[src/rtl/rx_frame_pkg.sv]
package rx_frame_pkg;

  typedef enum logic [2:0] {
    ST_IDLE    = 3'd0,
    ST_LEAD    = 3'd1,
    ST_OPEN    = 3'd2,
    ST_SEP_HI  = 3'd3,
    ST_SEP_LO  = 3'd4,
    ST_DATA    = 3'd5,
    ST_TAIL_LO = 3'd6
  } rx_state_t;

  // next phase of a counter that wraps at modulus m
  function automatic int unsigned phase_next(input int unsigned c, input int unsigned m);
    return (c + 1 >= m) ? 0 : c + 1;
  endfunction

  // smallest number of ones that wins a vote over len samples
  function automatic int unsigned vote_threshold(input int unsigned len);
    return len / 2 + 1;
  endfunction

endpackage

[src/rtl/rx_line_sync.sv]
module rx_line_sync #(
  parameter int STAGES = 2
) (
  input  logic clk,
  input  logic rst_n,
  input  logic din,
  output logic dout
);
  logic [STAGES-1:0] q;

  for (genvar g = 0; g < STAGES; g++) begin : g_stage
    if (g == 0) begin : g_first
      always_ff @(posedge clk or negedge rst_n) begin
        if (!rst_n) q[0] <= 1'b1;
        else        q[0] <= din;
      end
    end else begin : g_next
      always_ff @(posedge clk or negedge rst_n) begin
        if (!rst_n) q[g] <= 1'b1;
        else        q[g] <= q[g-1];
      end
    end
  end

  assign dout = q[STAGES-1];
endmodule

[src/rtl/rx_vote.sv]
module rx_vote
  import rx_frame_pkg::*;
#(
  parameter int LEN = 5
) (
  input  logic clk,
  input  logic rst_n,
  input  logic din,
  output logic voted
);
  localparam int CW  = $clog2(LEN + 1);
  localparam int THR = int'(vote_threshold(LEN));

  logic [LEN-1:0] win;
  logic [CW-1:0]  ones;

  always_ff @(posedge clk or negedge rst_n) begin
    if (!rst_n) win <= '1;
    else        win <= {win[LEN-2:0], din};
  end

  always_comb begin
    ones = '0;
    for (int i = 0; i < LEN; i++) ones = ones + CW'(win[i]);
  end

  assign voted = (ones >= CW'(THR));
endmodule

[src/rtl/rx_bit_clock.sv]
module rx_bit_clock
  import rx_frame_pkg::*;
#(
  parameter int OS_RATE   = 8,
  parameter int STROBE_AT = 4,
  parameter int LOAD_VAL  = 1
) (
  input  logic clk,
  input  logic rst_n,
  input  logic sync_ev,
  output logic strobe
);
  localparam int CNT_W = $clog2(OS_RATE);

  logic [CNT_W-1:0] cnt;

  always_ff @(posedge clk or negedge rst_n) begin
    if (!rst_n)       cnt <= '0;
    else if (sync_ev) cnt <= CNT_W'(LOAD_VAL);
    else              cnt <= CNT_W'(phase_next(32'(cnt), OS_RATE));
  end

  assign strobe = (cnt == CNT_W'(STROBE_AT));
endmodule

[src/rtl/rx_frame_fsm.sv]
module rx_frame_fsm
  import rx_frame_pkg::*;
#(
  parameter int DATA_W = 8
) (
  input  logic              clk,
  input  logic              rst_n,
  input  logic              strobe,
  input  logic              bit_in,
  output rx_state_t         st,
  output logic [DATA_W-1:0] byte_q,
  output logic              byte_pulse,
  output logic              done_pulse,
  output logic              err_pulse
);
  localparam int NB_W = $clog2(DATA_W + 1);
  localparam logic [NB_W-1:0] FULL = NB_W'(DATA_W);

  logic [DATA_W-1:0] shreg;
  logic [NB_W-1:0]   nbits;

  always_ff @(posedge clk or negedge rst_n) begin
    if (!rst_n) begin
      st         <= ST_IDLE;
      shreg      <= '0;
      nbits      <= '0;
      byte_q     <= '0;
      byte_pulse <= 1'b0;
      done_pulse <= 1'b0;
      err_pulse  <= 1'b0;
    end else begin
      byte_pulse <= 1'b0;
      done_pulse <= 1'b0;
      err_pulse  <= 1'b0;
      if (strobe) begin
        unique case (st)
          ST_IDLE: if (!bit_in) st <= ST_LEAD;
          ST_LEAD: begin
            if (bit_in) st <= ST_OPEN;
            else begin err_pulse <= 1'b1; st <= ST_IDLE; end
          end
          ST_OPEN: begin
            if (bit_in) st <= ST_SEP_HI;
            else begin err_pulse <= 1'b1; st <= ST_IDLE; end
          end
          ST_SEP_HI: begin
            if (!bit_in) st <= ST_SEP_LO;
            else begin err_pulse <= 1'b1; st <= ST_IDLE; end
          end
          ST_SEP_LO: begin
            shreg <= {shreg[DATA_W-2:0], bit_in};
            nbits <= NB_W'(1);
            st    <= ST_DATA;
          end
          ST_DATA: begin
            if (nbits == FULL) begin
              byte_q     <= shreg;
              byte_pulse <= 1'b1;
              st         <= bit_in ? ST_SEP_HI : ST_TAIL_LO;
            end else begin
              shreg <= {shreg[DATA_W-2:0], bit_in};
              nbits <= nbits + NB_W'(1);
            end
          end
          ST_TAIL_LO: begin
            if (bit_in) done_pulse <= 1'b1;
            else        err_pulse  <= 1'b1;
            st <= ST_IDLE;
          end
          default: st <= ST_IDLE;
        endcase
      end
    end
  end
endmodule

[src/rtl/serial_frame_decoder.sv]
module serial_frame_decoder
  import rx_frame_pkg::*;
#(
  parameter int DATA_W      = 8,
  parameter int OS_RATE     = 8,
  parameter int STROBE_AT   = 4,
  parameter int VOTE_LEN    = 5,
  parameter int SYNC_STAGES = 2
) (
  input  logic              clk,
  input  logic              rst_n,
  input  logic              rx_line,
  output logic [DATA_W-1:0] byte_data,
  output logic              byte_valid,
  output logic              frame_done,
  output logic              frame_err
);
  logic      line_s;
  logic      voted;
  logic      voted_d;
  logic      sync_ev;
  logic      strobe;
  rx_state_t st;

  rx_line_sync #(.STAGES(SYNC_STAGES)) u_sync (
    .clk(clk), .rst_n(rst_n), .din(rx_line), .dout(line_s)
  );

  rx_vote #(.LEN(VOTE_LEN)) u_vote (
    .clk(clk), .rst_n(rst_n), .din(line_s), .voted(voted)
  );

  always_ff @(posedge clk or negedge rst_n) begin
    if (!rst_n) voted_d <= 1'b1;
    else        voted_d <= voted;
  end

  // realign on idle-high and on the falling edge inside a byte separator
  assign sync_ev = ((st == ST_IDLE) && voted_d) ||
                   ((st == ST_SEP_HI) && voted_d && !voted);

  rx_bit_clock #(.OS_RATE(OS_RATE), .STROBE_AT(STROBE_AT), .LOAD_VAL(1)) u_clk (
    .clk(clk), .rst_n(rst_n), .sync_ev(sync_ev), .strobe(strobe)
  );

  rx_frame_fsm #(.DATA_W(DATA_W)) u_fsm (
    .clk(clk), .rst_n(rst_n), .strobe(strobe), .bit_in(voted), .st(st),
    .byte_q(byte_data), .byte_pulse(byte_valid),
    .done_pulse(frame_done), .err_pulse(frame_err)
  );
endmodule

[config.mk]
export PLATFORM = sky130hd
export DESIGN_NAME = serial_frame_decoder
export DESIGN_NICKNAME = d
export VERILOG_FILES = /design/src/rtl/rx_frame_pkg.sv /design/src/rtl/rx_line_sync.sv /design/src/rtl/rx_vote.sv /design/src/rtl/rx_bit_clock.sv /design/src/rtl/rx_frame_fsm.sv /design/src/rtl/serial_frame_decoder.sv
export SDC_FILE = /design/constraint.sdc
export NUM_CORES = 1
export LEC_CHECK = 0
export ABC_AREA = 1
export CAP_MARGIN = 40
export CELL_PAD_IN_SITES_DETAIL_PLACEMENT = 0
export CELL_PAD_IN_SITES_GLOBAL_PLACEMENT = 2
export CORE_MARGIN = 2
export CORE_UTILIZATION = 37
export CTS_BUF_LIST = sky130_fd_sc_hd__clkbuf_4
export DETAILED_ROUTE_END_ITERATION = 10
export PLACE_DENSITY = 0.88
export SLEW_MARGIN = 10
export SYNTH_ARGS = -nofsm -noshare
export SYNTH_HDL_FRONTEND = slang
export SYNTH_SLANG_ARGS = --single-unit
[constraint.sdc]
create_clock -name clk -period 3.13 [get_ports clk]
set_input_delay 0.626 -clock clk [delete_from_list [all_inputs] [get_ports clk]]
set_output_delay 0.626 -clock clk [all_outputs]
set_load 0.05 [all_outputs]
# Word level (Yosys, flattened, before mapping)
# Cells that the tools add are included.
word_totals:
  regBits: 37
  inputBits: 3
  output_inout_bits: 11
op_classes:
  n_eq_ne: 11
  n_reduce_logical: 11
  addsub: 6
  magnitude_cmp: 2
  n_mux: 22
ops:
  columns: ["cell", "n"]
  rows:
  - ["$mux W3", 6]
  - ["$pmux W3 S6", 1]
  - ["$pmux W8 S2", 1]
  - ["$eq A3 B3 Y1 const B", 4]
  - ["$add A3 B1 Y3", 3]
  - ["$reduce_and A3 Y1", 3]
  - ["$mux W1", 8]
  - ["$mux W8", 1]
  - ["$pmux W4 S2", 1]
  - ["$eq A3 B2 Y1 const B", 2]
  - ["$add A3 B1 Y4 const B", 1]
  - ["$add A4 B1 Y4 const B", 1]
  - ["$eq A4 B4 Y1 const B", 1]
  - ["$ge A4 B4 Y1 const B", 1]
  - ["$mux W2", 2]
  - ["$mux W4", 1]
  - ["$ne A2 B2 Y1 const B", 2]
  - ["$eq A3 B1 Y1 const B", 1]
  - ["$ge A3 B2 Y1 const B", 1]
  - ["$logic_and A1 B1 Y1", 3]
  - ["$logic_not A3 Y1", 1]
  - ["$reduce_or A3 Y1", 1]
  - ["$add A1 B1 Y2", 1]
  - ["$ne A2 B1 Y1 const B", 1]
  - ["other kinds (4)", 4]

# Depth between registers and ports, before layout
# Gate-level depths: netlist (run 1).
depth:
  word_depth: 9
  ltp_mapped: 15

# Hierarchy
# Synthesis (run 1) repeated with hierarchy kept, for this count alone.
hier_totals:
  hier_cells: 189
  hier_area_um2: 1790.5
modules_own_cells:
  columns: ["module", "cells_each", "area_per_inst_um2", "instances"]
  rows:
  - ["rx_frame_fsm", 136, 1273.7, 1]
  - ["rx_vote", 21, 242.7, 1]
  - ["rx_bit_clock", 21, 161.4, 1]
  - ["serial_frame_decoder", 9, 60.1, 1]
  - ["rx_line_sync", 2, 52.6, 1]

# Least setup slack after synthesis (run 1)
# No wires, ideal clock.
synth_timing:
  kind: "flip-flop to flip-flop"
  from: "register u_vote.win[0]"
  to: "register u_fsm.st[0]"
  path_buffers: 0
  slack_ns: 0.593
  arrival_time_ns: 2.472
  period_less_slack_ns: 2.537
  stages_incl_launch_ff: 16
  cell_sequence: "dfstp_2 -> ha_1 -> inv_1 -> fa_1 -> inv_1 -> ha_1 -> inv_1 -> fa_1 -> inv_1 -> nand2_1 -> nand2_1 -> inv_1 -> nor2_1 -> nor2_1 -> nand2_1 -> nand2_1"
synth_via:
  elab_chain_cells: 8
  word_cells_on_any_way: 11
  cone_classes: "add/sub (4); order compare (1); eq/ne (1); mux (4); reduce/logical (1)"
synth_lines:
  columns: ["item", "line_no", "rtl"]
  rows:
  - ["start: declaration", "rx_vote.sv:14", "logic [LEN-1:0] win;"]
  - ["start signal: assignment", "rx_vote.sv:19", "else win <= {win[LEN-2:0], din};"]
  - ["$add A1 B1 Y2 *", "rx_vote.sv:24", "for (int i = 0; i < LEN; i++) ones = ones + CW'(win[i]);"]
  - ["$add A3 B1 Y3 * (3 in series)", "rx_vote.sv:24", null]
  - ["$ge A3 B2 Y1 *", "rx_vote.sv:27", "assign voted = (ones >= CW'(THR));"]
  - ["named net u_fsm.bit_in", "rx_frame_fsm.sv:9", "input logic bit_in,"]
  - ["$mux W3", "rx_frame_fsm.sv:59", "st <= bit_in ? ST_SEP_HI : ST_TAIL_LO;"]
  - ["$mux W3", "rx_frame_fsm.sv:56", "if (nbits == FULL) begin"]
  - ["$pmux W3 S6", "rx_frame_fsm.sv:36", "unique case (st)"]
  - ["end signal: assignment", "rx_frame_fsm.sv:59", null]
  - ["end: declaration", "rx_frame_fsm.sv:10", "output rx_state_t st,"]
# Mark *: on every way through the listed nets, which the timed path passes. The rest lies on a longest branch. The select of a mux whose other input is x is not followed.
# A chain may end at the register's enable or synchronous reset.

# Final worst setup path (run 1)
layout_timing:
  from: "register u_vote.win[0]"
  to: "register u_fsm.st[2]"
# Same word-level chain as after synthesis.

==> results of run 1 <==
-- area by class of cell --
cell class | count | area (µm²)
timing repair buffer | 14 | 138
clock buffer | 5 | 37.5
multi-input combinational | 125 | 651
clock inverter | 3 | 17.5
sequential | 37 | 936
fill | 430 | 2450
inverter | 24 | 92.6
tap | 52 | 65.1
-- worst min path at each step --
stage,startpoint,slack (ps),end
finish,u_sync.dout,360,u_vote.win[0]
global route,u_sync.q[0],380,u_sync.dout
CTS,u_sync.q[0],370,u_sync.dout
detailed placement,u_sync.q[0],350,u_sync.dout
global placement,u_sync.q[0],350,u_sync.dout
floorplan,rst_n,330,u_clk.cnt[0]
-- synthesized netlist by cell type --
| master | count | area, µm² |
|---|---|---|
| sky130_fd_sc_hd__buf_6 | 1 | 11.3 |
| sky130_fd_sc_hd__clkbuf_1 | 1 | 3.75 |
| sky130_fd_sc_hd__dfrtp_1 | 29 | 726 |
| sky130_fd_sc_hd__dfstp_2 | 8 | 210 |
| sky130_fd_sc_hd__fa_1 | 2 | 40.0 |
| sky130_fd_sc_hd__ha_1 | 6 | 75.1 |
| sky130_fd_sc_hd__inv_1 | 22 | 82.6 |
| sky130_fd_sc_hd__inv_2 | 1 | 3.75 |
| sky130_fd_sc_hd__inv_4 | 1 | 6.26 |
| sky130_fd_sc_hd__nand2_1 | 72 | 270 |
| sky130_fd_sc_hd__nand2_4 | 1 | 11.3 |
| sky130_fd_sc_hd__nand3_1 | 10 | 50.1 |
| sky130_fd_sc_hd__nand3_2 | 1 | 10.0 |
| sky130_fd_sc_hd__nand4_1 | 1 | 6.26 |
| sky130_fd_sc_hd__nor2_1 | 7 | 26.3 |
| sky130_fd_sc_hd__nor2_4 | 4 | 45.0 |
| sky130_fd_sc_hd__nor4_1 | 1 | 6.26 |
| sky130_fd_sc_hd__o21a_1 | 1 | 7.51 |
| sky130_fd_sc_hd__o21ai_0 | 17 | 85.1 |
| sky130_fd_sc_hd__xor2_1 | 2 | 17.5 |
-- flip-flops by register name (all words and copies together) (netlist names), 3 cells and up --
signal	flops
u_fsm.byte_q	8
u_fsm.shreg	8
u_vote.win	5
u_fsm.nbits	4
u_clk.cnt	3
u_fsm.st	3
-- routing by layer --
metal / vias to the layer above / global-route usage / part of all wire
met5: - / 0 / 0
li1: 620 / - / -
met2: 16 / 0.228 / 0.48
met3: 7 / 0.0394 / 0.031
met1: 553 / 0.176 / 0.47
met4: 0 / 0.0692 / 0.022
-- cell families (layout without fill, tap and decap cells) --
logic type               count (synthesis)  in the layout  synth area share
AO/OA/AOI/OAI                           18             18            0.0547
XOR/XNOR                                 2              2            0.0103
adder cells (fa/ha/maj)                  8              8            0.0679
buffers and inverters                   26             46            0.0635
flip-flops                              37             37             0.552
AND/OR/NAND/NOR                         97             97             0.251
-- power by group --
part	switching, mW	internal (mW)
clock network	0.167	0.0851
logic	0.194	0.106
registers	0.0632	0.542
-- critical path: stages (launching register included) --
cell	delay, ps
sky130_fd_sc_hd__dfstp_2	560
sky130_fd_sc_hd__ha_1	230
sky130_fd_sc_hd__inv_1	70
sky130_fd_sc_hd__fa_1	410
sky130_fd_sc_hd__inv_1	70
sky130_fd_sc_hd__ha_1	130
sky130_fd_sc_hd__inv_1	40
sky130_fd_sc_hd__fa_1	470
sky130_fd_sc_hd__inv_1	40
sky130_fd_sc_hd__nand2_1	40
sky130_fd_sc_hd__nand2_1	160
sky130_fd_sc_hd__inv_1	150
sky130_fd_sc_hd__nor2_1	50
sky130_fd_sc_hd__nor2_1	160
sky130_fd_sc_hd__nand2_1	70
sky130_fd_sc_hd__nand2_1	60
-- per-stage QoR --
step	cells	total power, mW	setup slack (ps)	util	cell area [µm²]
after detailed placement	252	0.917	384	0.429	1880
after global routing	260	1.25	155	0.442	1940
final	260	1.16	360	0.442	1940
after floorplan	188	0.834	593	-	1690
after CTS	260	1.18	342	0.442	1940
after global placement	252	0.907	450	0.429	1880
==> metrics.csv, run 1 <==
metric,value,unit
hold violation total from the final report,0,
x dimension of the die,71.7,µm
startpoint of the most critical register-to-register path,u_vote.win[0],
capturing element type of the critical path,register,
number of buffers inserted during clock tree synthesis,5,
GPL Wtd Cong,0.807,
TritonCTS clock tree,yes,
vias in the first global route,1212,
clock latency on the worst-skew pair,350,ps
number of I/O pins,14,
first-pass iteration count of the detailed router,4,
hold_ws,364,ps
synthesized net count,199,
final critical-path share of the clock period,0.885,
count of mapped cells out of synthesis,188,
critical path required time,3420,ps
post-cts gate resize count,0,
slew of the pin with the lowest slew margin,560,ps
global-route wire length before repair,5550,µm
Sink Count,37,
via count,1196,
final setup vio count,0,
termination of the worst setup path,u_fsm.st[2],
critical path startpoint,u_vote.win[0],
CP Max Fanout,9,
final layout net count,218,
IO Port Bufs,13,
post-route setup TNS,0,ps
Yosys cell types,20,
power per cell area,597,nW/µm²
Setup CP Type,register to register,
worst supply voltage drop on vdd,273,µV
endpoint arrival time on the critical path,3060,ps
global-route total usage across every layer,0.142,
startpoint kind of the worst setup timing path,register,
detailed-route wire length per cell,11.9,µm
DIE HEIGHT,71.7,µm
RSZ-0062 raised after global routing,false,
worst-case clock buffer depth,2,
grt total ovfl,0,
core outline area,4380,µm²
highest achievable clock rate,361,MHz
FF-to-FF End,u_fsm.st[2],
area growth from synthesis to layout,14.3,%
count of antenna-violating nets left after detailed routing,0,
Synth Warn #,0,
number of slew-limit violations in the final report,0,
Worst Hold Depth,0,
site row count,24,
min-delay worst type,register to register,
"Min Clock Period, post-route",2770,ps
number of DRC markers in iteration 0,59,
sequential element share of the synthesized area,0.552,
overall routed net length,3090,µm
Die Outline Area,5140,µm²
register clock-pin slew on the reported worst setup and hold paths,120,ps
run status,"complete, no violations",
starting density of the core,0.386,
slew margin rel.,0.626,
buffer count from post-CTS setup fixing,0,
max-capacitance violation count,0,
Residual DRC,0,
Final Skew,7.01,ps
"most common cell after layout, fill and taps aside",sky130_fd_sc_hd__nand2_1,
static leakage,0.998,nW
fraction of layout instances using a drive strength above 1,0.115,
number of synthesized register bits,37,
number of hold buffers added after CTS,0,
Clock Root Buffer,sky130_fd_sc_hd__clkbuf_4,
deepest level of the CTS H-tree,2,
number of cell instances on the worst register-to-register path,15,
HPWL after DPL,2210,µm
synthesized area per cell,9.01,µm²
number of vias per cell after detailed routing,4.60,
antenna violations before repair,0,
number of diodes,0,
netlist area before placement,1690,µm²
reg2reg setup slack,360,ps
maximum number of pins on one net before global-route repair,38,
most frequent cells in the layout,"sky130_fd_sc_hd__nand2_1 (72), sky130_fd_sc_hd__dfrtp_1 (29), sky130_fd_sc_hd__inv_1 (22)",
Power figures use the tool's default switching activity.
==> run 2, diff against run 1 <==
--- a/config.mk
+++ b/config.mk
@@ -11,9 +11,10 @@
 export CELL_PAD_IN_SITES_GLOBAL_PLACEMENT = 2
 export CORE_MARGIN = 2
 export CORE_UTILIZATION = 37
-export CTS_BUF_LIST = sky130_fd_sc_hd__clkbuf_4
+export CTS_BUF_LIST = sky130_fd_sc_hd__clkbuf_8
 export DETAILED_ROUTE_END_ITERATION = 10
 export PLACE_DENSITY = 0.88
+export RECOVER_POWER = 50
 export SLEW_MARGIN = 10
 export SYNTH_ARGS = -nofsm -noshare
 export SYNTH_HDL_FRONTEND = slang
==> metrics.csv, run 2 (same netlist as run 1, synthesis figures left out) <==
metric,value,unit,change
run status,"complete, but fails checks",,
failing checks,"capacitance limit, slew limit",,
worst-case clock buffer depth,2,,unchanged
clock latency on the worst-skew pair,290,ps,-60 ps
capturing element type of the critical path,register,,
via count,1198,,+0.17%
Final Skew,4.57,ps,-2.44 ps
most frequent cells in the layout,"sky130_fd_sc_hd__nand2_1 (72), sky130_fd_sc_hd__dfrtp_1 (29), sky130_fd_sc_hd__inv_1 (22)",,
first-pass iteration count of the detailed router,4,,unchanged
number of slew-limit violations in the final report,38,,+38
core outline area,4380,µm²,unchanged
delay contributed by the slowest stage of the critical path,550,ps,about the same
maximum number of pins on one net before global-route repair,38,,unchanged
most prevalent standard cell on the critical path,sky130_fd_sc_hd__inv_1,,
number of DRC markers in iteration 0,73,,+24%
global-route total usage across every layer,0.143,,+0.000594
RSZ-0062 raised after global routing,false,,
DIE HEIGHT,71.7,µm,unchanged
global-route wire length before repair,5550,µm,+0.13%
top flop regs,"u_fsm.byte_q (8), u_fsm.shreg (8), u_vote.win (5)",,
final critical-path share of the clock period,0.884,,about the same
number of I/O pins,14,,unchanged
area growth from synthesis to layout,16.5,%,
slew of the pin with the lowest slew margin,1940,ps,+1390 ps
startpoint kind of the worst setup timing path,register,,
internal power,824,µW,+13%
"Min Clock Period, post-route",2770,ps,-1.59 ps
critical path required time,3360,ps,-60 ps
Switching Power,432,µW,+1.8%
vias in the first global route,1201,,-0.91%
register clock-pin slew on the reported worst setup and hold paths,80,ps,-40 ps
placed insts,252,,unchanged
reg2reg setup slack,360,ps,about the same
x dimension of the die,71.7,µm,unchanged
Min-Delay Endpoint,u_sync.dout,,
hold violation total from the final report,0,,unchanged
switching share of total power,0.344,,-0.0229
IO Port Bufs,13,,unchanged
Finished Cell Area,1970,µm²,+1.9%
highest achievable clock rate,361,MHz,about the same
Worst Hold Depth,0,,unchanged
min setup slack post-route,362,ps,+1.59 ps
Clock Root Buffer,sky130_fd_sc_hd__clkbuf_8,,
number of buffers inserted during clock tree synthesis,5,,unchanged
number of vias per cell after detailed routing,4.61,,+0.17%
GPL Wtd Cong,0.807,,unchanged
sequential share of power,0.482,,-0.041
Sink Count,37,,unchanged
hold_ws,361,ps,-2.44 ps
non-filler instance count after layout,260,,unchanged
post-route setup TNS,0,ps,unchanged
count of antenna-violating nets left after detailed routing,0,,unchanged
final setup vio count,0,,unchanged
number of cell instances on the worst register-to-register path,15,,unchanged
max-capacitance violation count,1,,+1
starting density of the core,0.386,,unchanged
site row count,24,,unchanged
Setup CP Type,register to register,,
post-cts gate resize count,0,,unchanged
overall routed net length,3090,µm,about the same
min-delay worst type,register to register,,
CP Max Fanout,9,,unchanged
Residual DRC,0,,unchanged
worst path cell trace,ha_1 > inv_1 > fa_1 > inv_1 > ha_1 > inv_1 > fa_1 > inv_1 > nand2_1 > nand2_1 > inv_1 > nor2_1 > nor2_1 > nand2_1 > nand2_1,,
final total power,1.26,mW,+8.6%
TritonCTS clock tree,yes,,
start point of the worst hold path,u_sync.q[0],,
HPWL after DPL,2210,µm,unchanged
placement-stage worst setup slack,384,ps,unchanged
placed cell areas,1880,µm²,unchanged
endpoint arrival time on the critical path,3000,ps,-60 ps
final layout net count,218,,unchanged
core utilization of the finished layout,0.450,,+0.00856
antenna violations before repair,0,,unchanged
number of hold buffers added after CTS,0,,unchanged
startpoint of the most critical register-to-register path,u_vote.win[0],,
Crit-path slowest cell,sky130_fd_sc_hd__dfstp_1,,
FF-to-FF End,u_fsm.st[2],,
number of diodes,0,,unchanged
fraction of layout instances using a drive strength above 1,0.101,,-0.0144
slew margin rel.,-0.297,,-0.923
grt total ovfl,0,,unchanged
worst supply voltage drop on vdd,298,µV,+9.1%
detailed-route wire length per cell,11.9,µm,about the same
buffer count from post-CTS setup fixing,0,,unchanged
Clk pwr share,0.281,,+0.063
Gate power share,0.238,,-0.021
static leakage,1.01,nW,+1.4%
"most common cell after layout, fill and taps aside",sky130_fd_sc_hd__nand2_1,,
deepest level of the CTS H-tree,2,,unchanged
power per cell area,636,nW/µm²,+6.5%
Die Outline Area,5140,µm²,unchanged
run 2: changes by cell type in the layout (fill, tap and decap cells not counted), sizes merged:
cell / before / now
clkinv: 3 / 2
clkdlybuf4s50: 13 / 11
clkbuf: 5 / 7
buf: 1 / 0
dlygate4sd3: 0 / 2
run 2: worst max-delay path by stage:
| stage | startpoint | end | slack, ps | cells past startpoint |
|---|---|---|---|---|
| 2_1_floorplan | u_vote.win[0] | u_fsm.st[0] | 590 | 15 |
| 3_3_place_gp | u_vote.win[0] | u_fsm.st[2] | 450 | 15 |
| 3_5_place_dp | u_vote.win[0] | u_fsm.st[0] | 380 | 15 |
| 4_1_cts | u_vote.win[0] | u_fsm.st[0] | 350 | 15 |
| 5_1_grt | rst_n | u_fsm.shreg[6] | 130 | 2 |
| 6_report | u_vote.win[0] | u_fsm.st[2] | 360 | 15 |
run 2: layer usage:
metal,GRT usage,part of all wire,wire [µm],vias up
met5,0,0,0,-
met4,0.0503,0.016,50,0
met3,0.0563,0.044,137,6
li1,-,-,-,617
met1,0.174,0.47,1440,560
met2,0.229,0.47,1460,15
run 2: final cells by class:
class                   instances  area [µm²]
repair buffers                 14         134
fillers                       427        2410
inverters                      24        92.6
multi-input cells             125         651
flip-flops and latches         37         936
well taps                      52        65.1
clock inverters                 2        13.8
clock buffers                   6        82.6
run 2: power groups by stage:
stage / Combinational [mW] / Sequential (mW) / Clock (mW)
final: 0.299 / 0.605 / 0.352
after global routing: 0.353 / 0.616 / 0.385
after CTS: 0.305 / 0.605 / 0.368
after detailed placement: 0.303 / 0.614 / 0
after global placement: 0.297 / 0.610 / 0
after floorplan: 0.232 / 0.603 / 0
run 2: critical path, delay by kind of cell, from the launching register on:
family	cells	cell delay, ps
fa+ha+maj	4	1250
flops	1	550
simple gates	6	540
buf+inv	5	370
